<file path="src/rtl/qcsa_pkg.sv">
package qcsa_pkg;
  typedef enum logic {
    FIN_RIPPLE = 1'b0,
    FIN_CSEL   = 1'b1
  } fin_kind_e;
endpackage

</file>
<file path="src/rtl/add_rca.sv">
module add_rca #(
  parameter int W = 8
) (
  input  logic [W-1:0] a_i,
  input  logic [W-1:0] b_i,
  input  logic         ci_i,
  output logic [W-1:0] s_o,
  output logic         co_o
);
  logic [W:0] cv;

  always_comb begin
    cv[0] = ci_i;
    for (int i = 0; i < W; i++) begin
      s_o[i]  = a_i[i] ^ b_i[i] ^ cv[i];
      cv[i+1] = (a_i[i] & b_i[i]) | (cv[i] & (a_i[i] ^ b_i[i]));
    end
  end

  assign co_o = cv[W];
endmodule

</file>
<file path="src/rtl/csa_row.sv">
module csa_row #(
  parameter int W = 8
) (
  input  logic [W-1:0] x_i,
  input  logic [W-1:0] y_i,
  input  logic [W-1:0] z_i,
  output logic [W-1:0] s_o,
  output logic [W-1:0] c_o   // bit i carries weight 2^(i+1)
);
  always_comb begin
    for (int i = 0; i < W; i++) begin
      s_o[i] = x_i[i] ^ y_i[i] ^ z_i[i];
      c_o[i] = (x_i[i] & y_i[i]) | (x_i[i] & z_i[i]) | (y_i[i] & z_i[i]);
    end
  end

  always_comb begin
    AST_ROW_VALUE: assert (({2'b00, s_o} + {1'b0, c_o, 1'b0}) ==
                           ({2'b00, x_i} + {2'b00, y_i} + {2'b00, z_i}));
  end
endmodule

</file>
<file path="src/rtl/add_csel.sv">
module add_csel #(
  parameter int W     = 33,
  parameter int SEC_W = 8
) (
  input  logic [W-1:0] a_i,
  input  logic [W-1:0] b_i,
  input  logic         ci_i,
  output logic [W-1:0] s_o,
  output logic         co_o
);
  localparam int NSEC  = (W + SEC_W - 1) / SEC_W;
  localparam int LOW_W = (W < SEC_W) ? W : SEC_W;

  logic [NSEC:0] sec_c;
  logic          low_co;
  logic          grp_g, grp_p;

  assign sec_c[0] = ci_i;

  add_rca #(.W(LOW_W)) low_add (
    .a_i (a_i[LOW_W-1:0]),
    .b_i (b_i[LOW_W-1:0]),
    .ci_i(ci_i),
    .s_o (s_o[LOW_W-1:0]),
    .co_o(low_co)
  );

  // section carry from group generate/propagate, in parallel with the ripple
  always_comb begin
    grp_g = 1'b0;
    grp_p = 1'b1;
    for (int i = 0; i < LOW_W; i++) begin
      grp_g = (a_i[i] & b_i[i]) | ((a_i[i] ^ b_i[i]) & grp_g);
      grp_p = grp_p & (a_i[i] ^ b_i[i]);
    end
  end

  assign sec_c[1] = grp_g | (grp_p & ci_i);

  for (genvar j = 1; j < NSEC; j++) begin : g_sec
    localparam int LO = j * SEC_W;
    localparam int WJ = ((W - LO) < SEC_W) ? (W - LO) : SEC_W;
    logic [WJ-1:0] s_zero, s_one;
    logic          c_zero, c_one;

    add_rca #(.W(WJ)) add_zero (
      .a_i (a_i[LO +: WJ]),
      .b_i (b_i[LO +: WJ]),
      .ci_i(1'b0),
      .s_o (s_zero),
      .co_o(c_zero)
    );

    add_rca #(.W(WJ)) add_one (
      .a_i (a_i[LO +: WJ]),
      .b_i (b_i[LO +: WJ]),
      .ci_i(1'b1),
      .s_o (s_one),
      .co_o(c_one)
    );

    assign s_o[LO +: WJ] = sec_c[j] ? s_one : s_zero;
    assign sec_c[j+1]    = sec_c[j] ? c_one : c_zero;
  end

  assign co_o = sec_c[NSEC];

  always_comb begin
    AST_LOOKAHEAD_AGREES: assert (low_co == sec_c[1]);
    AST_CSEL_EXACT: assert ({co_o, s_o} ==
                            ({1'b0, a_i} + {1'b0, b_i} + {{W{1'b0}}, ci_i}));
  end
endmodule

</file>
<file path="src/rtl/quad_csa_adder.sv">
module quad_csa_adder
  import qcsa_pkg::*;
#(
  parameter int        N        = 32,
  parameter int        SEC_W    = 8,
  parameter fin_kind_e FIN_KIND = FIN_CSEL
) (
  input  logic [N-1:0] a_i,
  input  logic [N-1:0] b_i,
  input  logic [N-1:0] c_i,
  input  logic [N-1:0] d_i,
  output logic [N+1:0] sum_o
);
  localparam int FW = N + 1;

  logic [N-1:0]  s1, c1;
  logic [FW-1:0] k1, s2, c2, k2, fin_s;
  logic          fin_co;

  csa_row #(.W(N)) row_top (
    .x_i(a_i), .y_i(b_i), .z_i(c_i),
    .s_o(s1),  .c_o(c1)
  );

  assign k1 = {c1, 1'b0};

  csa_row #(.W(FW)) row_mid (
    .x_i({1'b0, s1}), .y_i(k1), .z_i({1'b0, d_i}),
    .s_o(s2),         .c_o(c2)
  );

  assign k2 = {c2[FW-2:0], 1'b0};

  if (FIN_KIND == FIN_RIPPLE) begin : g_fin_rca
    add_rca #(.W(FW)) fin_add (
      .a_i(s2), .b_i(k2), .ci_i(1'b0), .s_o(fin_s), .co_o(fin_co)
    );
  end else begin : g_fin_csel
    add_csel #(.W(FW), .SEC_W(SEC_W)) fin_add (
      .a_i(s2), .b_i(k2), .ci_i(1'b0), .s_o(fin_s), .co_o(fin_co)
    );
  end

  assign sum_o = {fin_co, fin_s};

  always_comb begin
    AST_TOP_CARRY_ZERO: assert (c2[FW-1] == 1'b0);
    AST_SUM_EXACT: assert (sum_o == ({2'b00, a_i} + {2'b00, b_i} +
                                     {2'b00, c_i} + {2'b00, d_i}));
    AST_NO_OVERFLOW: assert (!sum_o[N+1] ||
                             ({1'b0, sum_o[N:0]} <= ({1'b0, {FW{1'b1}}} - (N+2)'(3))));
  end
endmodule

</file>
<file path="config.mk">
export PLATFORM = sky130hd
export DESIGN_NAME = quad_csa_adder
export DESIGN_NICKNAME = d
export VERILOG_FILES = /design/src/rtl/qcsa_pkg.sv /design/src/rtl/add_rca.sv /design/src/rtl/csa_row.sv /design/src/rtl/add_csel.sv /design/src/rtl/quad_csa_adder.sv
export SDC_FILE = /design/constraint.sdc
export NUM_CORES = 1
export LEC_CHECK = 0
export ABC_CLOCK_PERIOD_IN_PS = 23100
export CAP_MARGIN = 10
export CORE_MARGIN = 1.5
export CORE_UTILIZATION = 37
export DETAILED_ROUTE_END_ITERATION = 8
export PLACE_DENSITY = 0.92
export SLEW_MARGIN = 15
export SYNTH_ARGS = -nofsm -noshare
export SYNTH_HDL_FRONTEND = slang
export SYNTH_SLANG_ARGS = --single-unit
</file>
<file path="constraint.sdc">
create_clock -name vclk -period 23.1
set_input_delay 4.62 -clock vclk [all_inputs]
set_output_delay 4.62 -clock vclk [all_outputs]
set_load 0.005 [all_outputs]
</file>
# Word-level counts from Yosys, hierarchy flattened
# Cells that the tools add are included.
# Widths: inputs -> output; s select.
# word_totals
ff_bits	0
wordCells	667
# op_classes
muxes	8
bitwise_logic	659
# ops
cell	count
$and 1x1->1	270
$xor 1x1->1	207
$or 1x1->1	178
$mux 8	3
$mux 1	5
$not 1->1	4

# Depth between registers and ports, before layout
# logic_depth
ltp_word	26
depth_mapped	47

# Modules after synthesis
# A second synthesis with hierarchy kept.
# hier_totals
hier_cells	246
hier_area_um2	3325.7
# by_module_without_submodules
mod	instances	cells_per_inst	area_per_inst_um2
add_rca at g_fin_csel.fin_add.g_sec[1].add_one ...	7	18	197.7
csa_row at row_mid	1	33	660.6
csa_row at row_top	1	32	640.6
add_csel	1	51	589.3
add_rca at g_fin_csel.fin_add.g_sec[4].add_one ...	2	1	20.0
quad_csa_adder	1	2	11.3

# Least setup slack after synthesis
# OpenSTA, ideal clock, no wires.
# synth_path
kind	input port to output port
start	input port a_i[1]
end	output port sum_o[33]
arrival_time_ps	16690
t_required_ps	18480
path_slack_ps	1790
stages	45
path_cell_list	fa_1 > inv_1 > fa_1 > inv_1 > ha_1 > fa_1 > fa_1 > fa_1 > inv_1 > fa_1 > fa_1 > inv_1 > fa_1 > mux2i_1 > fa_1 > fa_1 > inv_1 > fa_1 > (+9 left out) > fa_1 > fa_1 > fa_1 > fa_1 > inv_1 > fa_1 > o21ai_0 > fa_1 > fa_1 > fa_1 > fa_1 > inv_1 > fa_1 > inv_1 > fa_1 > fa_1 > mux2i_1 > buf_4
# synth_via
elab_chain_cells	22
elab_cells_between_ends	39
classes_between	4 x mux; 35 x bitwise
# synth_lines
element	line_no	rtl
from (decl)	quad_csa_adder.sv:8	input logic [N-1:0] a_i,
$and 1x1->1 or $xor 1x1->1 (tied branches)	csa_row.sv:13, csa_row.sv:12	
$or 1x1->1 or $xor 1x1->1 (tied branches)	csa_row.sv:13, csa_row.sv:12	
$or 1x1->1 or $and 1x1->1 (tied branches)	csa_row.sv:13	c_o[i] = (x_i[i] & y_i[i]) | (x_i[i] & z_i[i]) | (y_i[i] & z_i[i]);
$xor 1x1->1 or $or 1x1->1 (tied branches) (2 in series)	csa_row.sv:12, csa_row.sv:13	
$xor 1x1->1	add_csel.sv:33	grp_g = (a_i[i] & b_i[i]) | ((a_i[i] ^ b_i[i]) & grp_g);
$and 1x1->1	add_csel.sv:33	
$or 1x1->1	add_csel.sv:33	
$and 1x1->1	add_csel.sv:33	
(+2 left out)	-	
$or 1x1->1 *	add_csel.sv:33	
$and 1x1->1 *	add_csel.sv:33	
$or 1x1->1 *	add_csel.sv:33	
$and 1x1->1 *	add_csel.sv:33	
$or 1x1->1 *	add_csel.sv:33	
$and 1x1->1 *	add_csel.sv:33	
$or 1x1->1 *	add_csel.sv:33	
$mux 1 * (4 in series)	add_csel.sv:63	assign sec_c[j+1] = sec_c[j] ? c_one : c_zero;
to (decl)	quad_csa_adder.sv:12	output logic [N+1:0] sum_o
# Every way passes the cells marked *; elsewhere a longest branch is shown, timed or not.

# Final worst setup path
# layout_path
start	input port a_i[1]
end	output port sum_o[32]
# layout_via
elab_chain_cells	22
elab_cells_between_ends	39
classes_between	4 x mux; 35 x bitwise
# layout_lines
element	line_no	rtl
$and 1x1->1 or $xor 1x1->1 (tied branches)	csa_row.sv:13, csa_row.sv:12	
$or 1x1->1 or $xor 1x1->1 (tied branches)	csa_row.sv:13, csa_row.sv:12	
$or 1x1->1 or $and 1x1->1 (tied branches)	csa_row.sv:13	
$xor 1x1->1 or $or 1x1->1 (tied branches) (2 in series)	csa_row.sv:12, csa_row.sv:13	
$xor 1x1->1	add_csel.sv:33	
$and 1x1->1	add_csel.sv:33	
$or 1x1->1	add_csel.sv:33	
$and 1x1->1	add_csel.sv:33	
(+3 left out)	-	
$and 1x1->1 *	add_csel.sv:33	
$or 1x1->1 *	add_csel.sv:33	
$and 1x1->1 *	add_csel.sv:33	
$or 1x1->1 *	add_csel.sv:33	
$and 1x1->1 *	add_csel.sv:33	
$or 1x1->1 *	add_csel.sv:33	
$mux 1 * (3 in series)	add_csel.sv:63	
$mux 1 *	add_csel.sv:62	assign s_o[LO +: WJ] = sec_c[j] ? s_one : s_zero;
# Marked as above.

==> results.py <==
metrics = {
    "placement": {
        "post_dp_cell_area_um2": 3990,
        "gp_congestion": 0.783,
        "dp_hpwl_mm": 6.61,
        "io_buffers": 162,
        "place_inst": 420,
    },
    "timing": {
        "slew-limit-headroom": 0.800,
        "post-route-period-util": 0.970,
        "hold_violations": 0,
        "setup_violations": 0,
        "rsz0062_at_grt": "no",
        "timing.fmax_ghz": 0.0446,
        "finalCriticalPeriod_ns": 22.40,
        "whs_ns": 10.33,
        "worst_pin_slew_ns": 0.296,
        "slew_viol_final": 0,
        "tns_ns": 0,
    },
    "synth": {
        "syn-instance-count": 184,
        "syn_avg_cell_area_um2": 12.4,
        "synthesis.nets": 412,
        "syn_area_um2": 2280,
        "synth_cell_types": 9,
        "yosysSeqAreaShare": 0,
        "ys_warn_count": 0,
    },
    "drt": {
        "antenna_left": 0,
        "initialDrtViolationCount": 9,
        "via_per_inst": 4.43,
        "dr.pass1.iters": 4,
        "drc": 0,
        "vias": 1861,
        "route.detailed.wl_per_inst_um": 16.0,
        "routed_wl_mm": 6.71,
    },
    "pwr": {
        "p_per_area_nw_per_um2": 62.4,
        "leakage_nw": 1.78,
        "peakVddDrop_uv": 40.2,
    },
    "critical_path": {
        "critical_path.slowest_cell": "fa_1",
        "critPathCaptureType": "primary output",
        "max_stage_delay_ns": 0.56,
        "start_kind": "input port",
        "critPathMaxFanout": 3,
        "cp-startpoint": "a_i[1]",
        "crit_required_ns": 18.48,
        "critical_path_arrival_ns": 17.78,
        "cpMostUsedCell": "fa_1",
        "cp-endpoint": "sum_o[32]",
        "crit_type": "input port to primary output",
    },
    "grt": {
        "grt_pass1_vias": 2278,
        "grt_antenna_before_repair": 0,
        "grtUsageTotal": 0.215,
        "grt.overflow.total": 0,
        "grt_start_max_net_pins": 4,
        "grt_pass1_wl_mm": 10.7,
    },
    "floorplanning": {
        "die_x_um": 81.5,
        "coreArea_um2": 5920,
        "initial_core_util": 0.385,
        "rows": 28,
        "die_area_um2": 6640,
        "ioPinCount": 162,
        "die_h_um": 81.5,
    },
    "finish": {
        "fin_cells": 420,
        "num_antenna_cells": 0,
        "fin_area_um2": 4010,
        "finish.utilization": 0.678,
        "drive_above_1_share": 0.0232,
        "regArea_um2": 0,
        "nNetsFinal": 575,
        "clkbuf_count": 0,
        "num-fill-cells": 418,
        "multiInputGateArea_um2": 2020,
        "design.seq.count": 0,
        "syn2layout_area_growth_pct": 76.0,
    },
    "cts": {
        "cts_setup_buffers": 0,
    },
    "min_path": {
        "hold_path.class": "input port to primary output",
        "min_path_cells": 3,
    },
    "run_status": {
        "outcome": "complete, no violations",
    },
    "flow_run": {
        "max_cap_viol_count": 0,
    },
}
[cells in the mapped netlist]
cell type | instances | area [um2]
fa_1 | 90 | 1800
inv_1 | 73 | 274
ha_1 | 10 | 125
mux2i_1 | 2 | 20.0
nand2_1 | 2 | 7.51
o21ai_0 | 2 | 10.0
xnor2_1 | 2 | 17.5
xor2_1 | 2 | 17.5
buf_4 | 1 | 7.51
[stage by stage]
step           total power, mW  worst slack (ns)
2_1_floorplan            0.103              1.79
3_5_place_dp             0.252             0.201
4_1_cts                  0.253             0.177
6_report                 0.250             0.696
5_1_grt                  0.281            0.0311
3_3_place_gp             0.240             0.585
[area by class of cell]
type                       count  area share
inverter                      73      0.0683
timing repair buffer         162       0.404
tap                           75      0.0234
multi-input combinational    110       0.504
[cell usage in the layout, fill, tap and decap left out, drive strengths merged]
cell type	instances
mux2i	2
ha	10
xnor2	2
inv	73
clkdlybuf4s50	162
nand2	2
fa	90
xor2	2
o21ai	2
[where the power goes]
group / switching (mW) / leakage [nW] / internal, mW
Combinational: 0.0998 / 1.78 / 0.151
Sequential: 0 / 0 / 0
Clock: 0 / 0 / 0
Total: 0.0998 / 1.78 / 0.151
[metal layers]
| layer | track usage | vias up | wire (um) |
|---|---|---|---|
| met5 | 0 | - | 0 |
| met4 | 0.0448 | 0 | 164 |
| met3 | 0.0756 | 16 | 956 |
| met2 | 0.436 | 115 | 3670 |
| met1 | 0.203 | 920 | 1920 |
| li1 | - | 810 | - |
[how the worst min path moves through the flow]
| stage | from | end | slack (ns) |
|---|---|---|---|
| 6_report | d_i[0] | sum_o[0] | 10.33 |
| 2_1_floorplan | d_i[0] | sum_o[0] | 9.36 |
| 3_5_place_dp | d_i[0] | sum_o[0] | 10.33 |
| 5_1_grt | d_i[0] | sum_o[0] | 10.36 |
| 4_1_cts | d_i[0] | sum_o[0] | 10.34 |
| 3_3_place_gp | d_i[0] | sum_o[0] | 10.32 |
[critical path: cells and delay by family]
family	cells	cell delay, ns
mux	1	0.16
buf+inv	12	1.66
xor+xnor	1	0.16
fa+ha+maj	30	10.97
compound gates	2	0.22
[timing repair]
action / 4_1_cts / 5_1_grt
hold buffers: 0 / 0
gates resized for setup: 0 / 9
endpoints found under the setup margin: 0 / 3
[kinds of logic (layout without fill, tap and decap cells)]
logic type | count (synthesis) | count (layout) | share of synthesized area
fa+ha+maj | 100 | 100 | 0.845
buf+inv | 74 | 235 | 0.123
xor+xnor | 4 | 4 | 0.0154
compound gates | 2 | 2 | 0.00439
mux | 2 | 2 | 0.00878
simple gates | 2 | 2 | 0.00329
Power figures use the tool's default switching activity.
